**src/rtl/chanlink_pkg.sv**
```systemverilog
package chanlink_pkg;

  localparam int START_W = 3;
  localparam logic [START_W-1:0] START_PAT = 3'b110;

  typedef enum logic [0:0] {
    RX_HUNT,
    RX_BODY
  } rx_state_e;

  // start pattern + one bit per channel + parity
  function automatic int frame_len(input int n_ch);
    return START_W + n_ch + 1;
  endfunction

endpackage

```
**src/rtl/chanlink_sync.sv**
```systemverilog
module chanlink_sync #(
  parameter int W      = 6,
  parameter int STAGES = 2
) (
  input  logic         clk,
  input  logic         rst,
  input  logic [W-1:0] d,
  output logic [W-1:0] q
);

  logic [W-1:0] stg [STAGES];

  always_ff @(posedge clk) begin
    if (rst) stg[0] <= '0;
    else     stg[0] <= d;
  end

  for (genvar s = 1; s < STAGES; s++) begin : g_stage
    always_ff @(posedge clk) begin
      if (rst) stg[s] <= '0;
      else     stg[s] <= stg[s-1];
    end
  end

  assign q = stg[STAGES-1];

endmodule

```
**src/rtl/chanlink_tx.sv**
```systemverilog
module chanlink_tx
  import chanlink_pkg::*;
#(
  parameter int N      = 6,
  parameter int PERIOD = 10
) (
  input  logic         clk,
  input  logic         rst,
  input  logic [N-1:0] d,
  output logic         line_out
);

  localparam int LEN = frame_len(N);
  localparam int CW  = $clog2(PERIOD);

  logic [CW-1:0]  cnt;
  logic [LEN-1:0] frame;
  logic [LEN-1:0] shreg;

  always_comb begin
    frame = '0;
    frame[LEN-1 -: START_W] = START_PAT;
    for (int i = 0; i < N; i++) frame[LEN-1-START_W-i] = d[i];
    frame[0] = ^d;
  end

  always_ff @(posedge clk) begin
    if (rst)                          cnt <= '0;
    else if (cnt == CW'(PERIOD - 1))  cnt <= '0;
    else                              cnt <= cnt + 1'b1;
  end

  // load at frame slot 0, otherwise shift out MSB first with 0 fill
  always_ff @(posedge clk) begin
    if (rst)             shreg <= '0;
    else if (cnt == '0)  shreg <= frame;
    else                 shreg <= {shreg[LEN-2:0], 1'b0};
  end

  assign line_out = shreg[LEN-1];

  a_r1_lead_bit_high: assert property (@(posedge clk) disable iff (rst)
    (cnt == CW'(1)) |-> line_out);

  a_r1_third_start_low: assert property (@(posedge clk) disable iff (rst)
    (cnt == CW'(3)) |-> !line_out);

endmodule

```
**src/rtl/chanlink_rx.sv**
```systemverilog
module chanlink_rx
  import chanlink_pkg::*;
#(
  parameter int N = 6
) (
  input  logic         clk,
  input  logic         rst,
  input  logic         line_in,
  output logic [N-1:0] data_out,
  output logic         good_q,
  output logic         bad_q
);

  localparam int BW = N + 1;
  localparam int DW = $clog2(BW + 1);

  rx_state_e      state;
  logic [1:0]     hreg;
  logic [DW-1:0]  dcnt;
  logic [BW-1:0]  body;
  logic [BW-1:0]  full;
  logic [N-1:0]   unpacked;

  assign full = {body[N-1:0], line_in};

  always_comb begin
    for (int i = 0; i < N; i++) unpacked[i] = full[N-i];
  end

  always_ff @(posedge clk) begin
    if (rst) begin
      state    <= RX_HUNT;
      hreg     <= '0;
      dcnt     <= '0;
      body     <= '0;
      data_out <= '0;
      good_q   <= 1'b0;
      bad_q    <= 1'b0;
    end else begin
      good_q <= 1'b0;
      bad_q  <= 1'b0;
      case (state)
        RX_HUNT: begin
          if ({hreg, line_in} == START_PAT) begin
            state <= RX_BODY;
            dcnt  <= '0;
            hreg  <= '0;
          end else begin
            hreg <= {hreg[0], line_in};
          end
        end
        RX_BODY: begin
          body <= {body[BW-2:0], line_in};
          dcnt <= dcnt + 1'b1;
          if (dcnt == DW'(N)) begin
            state <= RX_HUNT;
            dcnt  <= '0;
            if (^full == 1'b0) begin
              data_out <= unpacked;
              good_q   <= 1'b1;
            end else begin
              bad_q <= 1'b1;
            end
          end
        end
        default: state <= RX_HUNT;
      endcase
    end
  end

  a_r2_change_only_on_good: assert property (@(posedge clk) disable iff (rst)
    !$stable(data_out) |-> good_q);

  a_r3_hold_on_bad: assert property (@(posedge clk) disable iff (rst)
    bad_q |-> $stable(data_out));

endmodule

```
**src/rtl/chanlink_mon.sv**
```systemverilog
module chanlink_mon #(
  parameter int PERIOD = 10,
  parameter int RUN    = 4,
  parameter int SLACK  = 8
) (
  input  logic clk,
  input  logic rst,
  input  logic good,
  input  logic bad,
  output logic link_ok
);

  localparam int TIMEOUT = PERIOD + SLACK;
  localparam int RW      = $clog2(RUN + 1);
  localparam int SW      = $clog2(TIMEOUT + 1);

  logic [RW-1:0] run;
  logic [SW-1:0] sil;

  always_ff @(posedge clk) begin
    if (rst) begin
      run     <= '0;
      sil     <= '0;
      link_ok <= 1'b0;
    end else if (good) begin
      sil <= '0;
      if (run != RW'(RUN))     run     <= run + 1'b1;
      if (run == RW'(RUN - 1)) link_ok <= 1'b1;
    end else begin
      if (bad) run <= '0;
      if (sil == SW'(TIMEOUT - 1)) begin
        link_ok <= 1'b0;
        run     <= '0;
      end else begin
        sil <= sil + 1'b1;
      end
    end
  end

  a_r5_rise_on_good: assert property (@(posedge clk) disable iff (rst)
    $rose(link_ok) |-> $past(good));

  a_r7_fall_not_on_good: assert property (@(posedge clk) disable iff (rst)
    $fell(link_ok) |-> !$past(good));

  a_r6_bad_blocks_rise: assert property (@(posedge clk) disable iff (rst)
    (bad && !link_ok) |=> !link_ok);

endmodule

```
**src/rtl/chanlink_top.sv**
```systemverilog
module chanlink_top #(
  parameter int N      = 6,
  parameter int PERIOD = 10,
  parameter int SYNC   = 2,
  parameter int RUN    = 4,
  parameter int SLACK  = 8
) (
  input  logic         clk,
  input  logic         rst,
  input  logic [N-1:0] chan_in,
  output logic         line_out,
  input  logic         line_in,
  output logic [N-1:0] chan_out,
  output logic         link_ok
);

  logic [N-1:0] chan_sync;
  logic         pkt_good;
  logic         pkt_bad;

  chanlink_sync #(.W(N), .STAGES(SYNC)) u_sync (
    .clk (clk),
    .rst (rst),
    .d   (chan_in),
    .q   (chan_sync)
  );

  chanlink_tx #(.N(N), .PERIOD(PERIOD)) u_tx (
    .clk      (clk),
    .rst      (rst),
    .d        (chan_sync),
    .line_out (line_out)
  );

  chanlink_rx #(.N(N)) u_rx (
    .clk      (clk),
    .rst      (rst),
    .line_in  (line_in),
    .data_out (chan_out),
    .good_q   (pkt_good),
    .bad_q    (pkt_bad)
  );

  chanlink_mon #(.PERIOD(PERIOD), .RUN(RUN), .SLACK(SLACK)) u_mon (
    .clk     (clk),
    .rst     (rst),
    .good    (pkt_good),
    .bad     (pkt_bad),
    .link_ok (link_ok)
  );

endmodule

```
**config.mk**
```make
export PLATFORM = sky130hd
export DESIGN_NAME = chanlink_top
export DESIGN_NICKNAME = d
export VERILOG_FILES = /design/src/rtl/chanlink_pkg.sv /design/src/rtl/chanlink_sync.sv /design/src/rtl/chanlink_tx.sv /design/src/rtl/chanlink_rx.sv /design/src/rtl/chanlink_mon.sv /design/src/rtl/chanlink_top.sv
export SDC_FILE = /design/constraint.sdc
export NUM_CORES = 1
export LEC_CHECK = 0
export BUFFER_PORTS_ARGS = -buffer_cell sky130_fd_sc_hd__buf_4
export CORE_ASPECT_RATIO = 0.9
export CORE_MARGIN = 3
export CORE_UTILIZATION = 43
export CTS_CLUSTER_DIAMETER = 30
export DETAILED_ROUTE_END_ITERATION = 8
export GPL_ROUTABILITY_DRIVEN = 0
export SLEW_MARGIN = 20
export SYNTH_ARGS = -nofsm -noshare
export SYNTH_HDL_FRONTEND = slang
export SYNTH_SLANG_ARGS = --single-unit
```
**constraint.sdc**
```tcl
create_clock -name clk -period 2.65 [get_ports clk]
set_input_delay 0.53 -clock clk [delete_from_list [all_inputs] [get_ports clk]]
set_output_delay 0.53 -clock clk [all_outputs]
set_load 0.01 [all_outputs]
```
==> flow_metrics.env <==
export IMPL_n_antenna_cell=0
export IMPL_synthXorXnorAreaFrac_pct=6.46
export IMPL_synth_area_mm2=0.00221
export IMPL_cts_tree="built"
export IMPL_dieArea_mm2=0.00603
export IMPL_std_cell_rows=24
export IMPL_period_share_pct=58.2
export IMPL_max_clock_freq_mhz=648
export IMPL_synthMuxAreaShare_pct=9.07
export IMPL_wl_per_cell_um=10.8
export IMPL_netlist_instances=214
export IMPL_place_area_mm2=0.00238
export IMPL_start_util_pct=45.1
export IMPL_die_y_um=74.0
export IMPL_drtAntennaViolNets=0
export IMPL_rsz0062_at_grt="false"
export IMPL_synth_top_family_by_area="simple AND/OR/NAND/NOR gates"
export IMPL_clk_pin_slew_ns=0.09
export IMPL_postCtsResizedCells=0
export IMPL_port_buffers=16
export IMPL_crit_end="u_rx.data_out[1]"
export IMPL_die_w_um=81.5
export IMPL_ys_flop_type="dfxtp_1"
export IMPL_powerDensity_mw_per_mm2=642
export IMPL_setup_viol=0
export IMPL_min_path_type="input port to register"
export IMPL_maxSlewViolCount=0
export IMPL_p_leak_nw=0.999
export IMPL_grt_max_degree=61
export IMPL_cp_buffers_inverters=0
export IMPL_grt_pass1_vias=1288
export IMPL_overflow=0
export IMPL_drive_gt1_share_pct=13.0
export IMPL_cp_start_kind="register"
export IMPL_synth_simple_gate_area_share_pct=21.9
export IMPL_cp_required_ns=2.89
export IMPL_worst_pin_slew_ns=0.692
export IMPL_cts_setup_buffers=0
export IMPL_dpl_hpwl_um=2060
export IMPL_cts_buffer_depth=2
export IMPL_setup_tns_final_ns=0
export IMPL_cts_root_buf="clkbuf_8"
export IMPL_synth_area_per_cell_um2=10.3
export IMPL_path_delay_family="XOR/XNOR gates"
export IMPL_synth_fp_nets=231
export IMPL_cp_arrival_ns=1.78
export IMPL_cp_slowest_cell="xnor3_1"
export IMPL_cts_max_level=2
export IMPL_run_status="finished clean"
export IMPL_vias=1406
export IMPL_yosys_area_top_type_share_pct=49.9
export IMPL_yosysWarnings=0
export IMPL_hp_start="chan_in[0]"
export IMPL_drv_cap=0
export IMPL_postCtsHoldBufs=0
export IMPL_reg2regPathDepth=4
export IMPL_hold_viol_final=0
export IMPL_async_flop_share_pct=0
export IMPL_maxSlewHeadroom_pct=53.8
export IMPL_track_usage_pct=11.9
export IMPL_crit_path_max_incr_delay_ns=0.41
export IMPL_ys_ff_latch=55
export IMPL_antenna_found_initial=0
export IMPL_synthDistinctLibCells=36
export IMPL_critPathLaunch="u_rx.body[3]"
export IMPL_fin_area_mm2=0.00252
export IMPL_drtPass1Iterations=4
export IMPL_fill_cells=471
export IMPL_vias_per_cell=4.77
export IMPL_rrSetupSlack_ns=1.11
export IMPL_period_needed_ns=1.54
export IMPL_drt_iter0_markers=80
export IMPL_ys_seq_area_share_pct=49.9
export IMPL_multi_input_area_mm2=0.00104
export IMPL_drt_wl_total_um=3170
export IMPL_drc=0
export IMPL_reg2reg_from="u_rx.body[3]"
export IMPL_crit_type="register to register"
export IMPL_syn2layout_area_growth_pct=14.0
export IMPL_synth_compound_area_share_pct=4.93
export IMPL_vdd_drop_max_mv=0.337
export IMPL_yosysTopAreaCell="dfxtp_1"
export IMPL_cp_depth=4
export IMPL_num_nets_final=246
export IMPL_endpoint_kind="register"
export IMPL_synthAdderAreaFrac_pct=4.54
export IMPL_r2r_end="u_rx.data_out[1]"
export IMPL_numClockSinks=55
export IMPL_core_mm2=0.00489
export IMPL_grt_pass1_wl_um=5560
export IMPL_synth_edff_count=0
export IMPL_cts_buffers=5
export IMPL_ios=17
export IMPL_area_sequential_mm2=0.00110
export IMPL_ys_top_cells_by_area="dfxtp_1 (50%), mux2i_1 (9.1%), ha_1 (4.5%), nor2_1 (4.3%), nand2b_1 (4.0%)"
export IMPL_fin_skew_ns=0.00525
export IMPL_crit_path_max_fanout=6
export IMPL_cp_cell_sequence="xnor3_1, xnor3_2, nor2_8, mux2i_1"
export IMPL_clkLatencyLatePin_ns=0.30
-- through the flow --
| step | util [%] | hold WS, ns | setup WS (ns) | instances | power [mW] |
|---|---|---|---|---|---|
| floorplan | - | 0.414 | 1.09 | 214 | 0.966 |
| detailed placement | 48.6 | 0.422 | 0.859 | 287 | 0.994 |
| CTS | 51.4 | 0.422 | 1.08 | 295 | 1.64 |
| finish | 51.4 | 0.428 | 1.11 | 295 | 1.61 |
| global route | 51.4 | 0.416 | 0.977 | 295 | 1.69 |
| global placement | 48.6 | 0.416 | 0.868 | 287 | 0.994 |
-- layout make-up --
class                   instances  area share [%]
multi-input cells             141            41.2
repair buffers                 17            5.07
clock inverters                 3            2.69
inverters                       9            1.34
clock buffers                   5            2.73
well taps                      65            3.23
flip-flops and latches         55            43.8
-- per-layer routing --
layer / part of all wire [%] / global-route usage (%)
met4: 1.8 / 5.07
met2: 46 / 19.3
met1: 48 / 14.7
met3: 3.3 / 3.63
met5: 0 / 0
-- logic make-up (layout without fill, tap and decap cells) --
logic type	after synthesis	count (layout)
AOI/OAI and AO/OA	17	17
DFF	55	55
xor gates and xnor gates	13	13
adders and majority gates	8	8
and+or+nand+nor	83	83
muxes	20	20
buffers and inverters	18	34
-- flip-flops by register name (all words and copies together) (netlist names), 2 cells and up --
register / cells
u_rx.data_out: 6
u_mon.sil: 5
u_rx.dcnt: 3
u_mon.run: 3
u_tx.shreg: 10
u_sync.stg: 12
u_rx.body: 6
u_rx.hreg: 2
u_tx.cnt: 4
-- cell usage after synthesis (6+ instances only) --
library cell and n:
dfxtp_1 55, nor2_1 25, mux2i_1 20, nand2b_1 14
nor2b_1 13, xnor2_1 9, ha_1 8, inv_1 8
clkbuf_1 7, a21oi_1 6, nand2_1 6, nand3_1 6
-- where the power goes --
group	internal, mW	total [mW]	switching, mW
Combinational	0.0551	0.102	0.0473
Sequential	0.854	0.871	0.0172
Clock	0.377	0.642	0.265
Total	1.29	1.61	0.329
-- worst min-delay path by stage --
stage	to	slack, ns	cells past startpoint
final	u_sync.stg[0][0]	0.43	2
after CTS	u_sync.stg[0][4]	0.42	2
after global placement	u_sync.stg[1][5]	0.42	1
after detailed placement	u_sync.stg[1][1]	0.42	1
after global routing	u_sync.stg[0][2]	0.42	2
after floorplan	u_sync.stg[1][0]	0.41	1
-- cells in the final DEF, fill, tap and decap left out, types with 2 or more instances in the layout --
cell        n
nand3_1     6
a22oi_1     2
mux2i_1    20
xor2_1      2
buf_4      17
nor3b_1     5
o21ai_1     2
dfxtp_1    55
nor2_1     25
nor3_1      5
ha_1        8
bufinv_16   2
a21oi_1     6
xnor2_1     9
nor2b_1    13
nand2b_1   14
clkbuf_8    5
nand2_1     6
a31oi_1     2
inv_1       8
No activity file was read; power rests on OpenSTA's default activity.
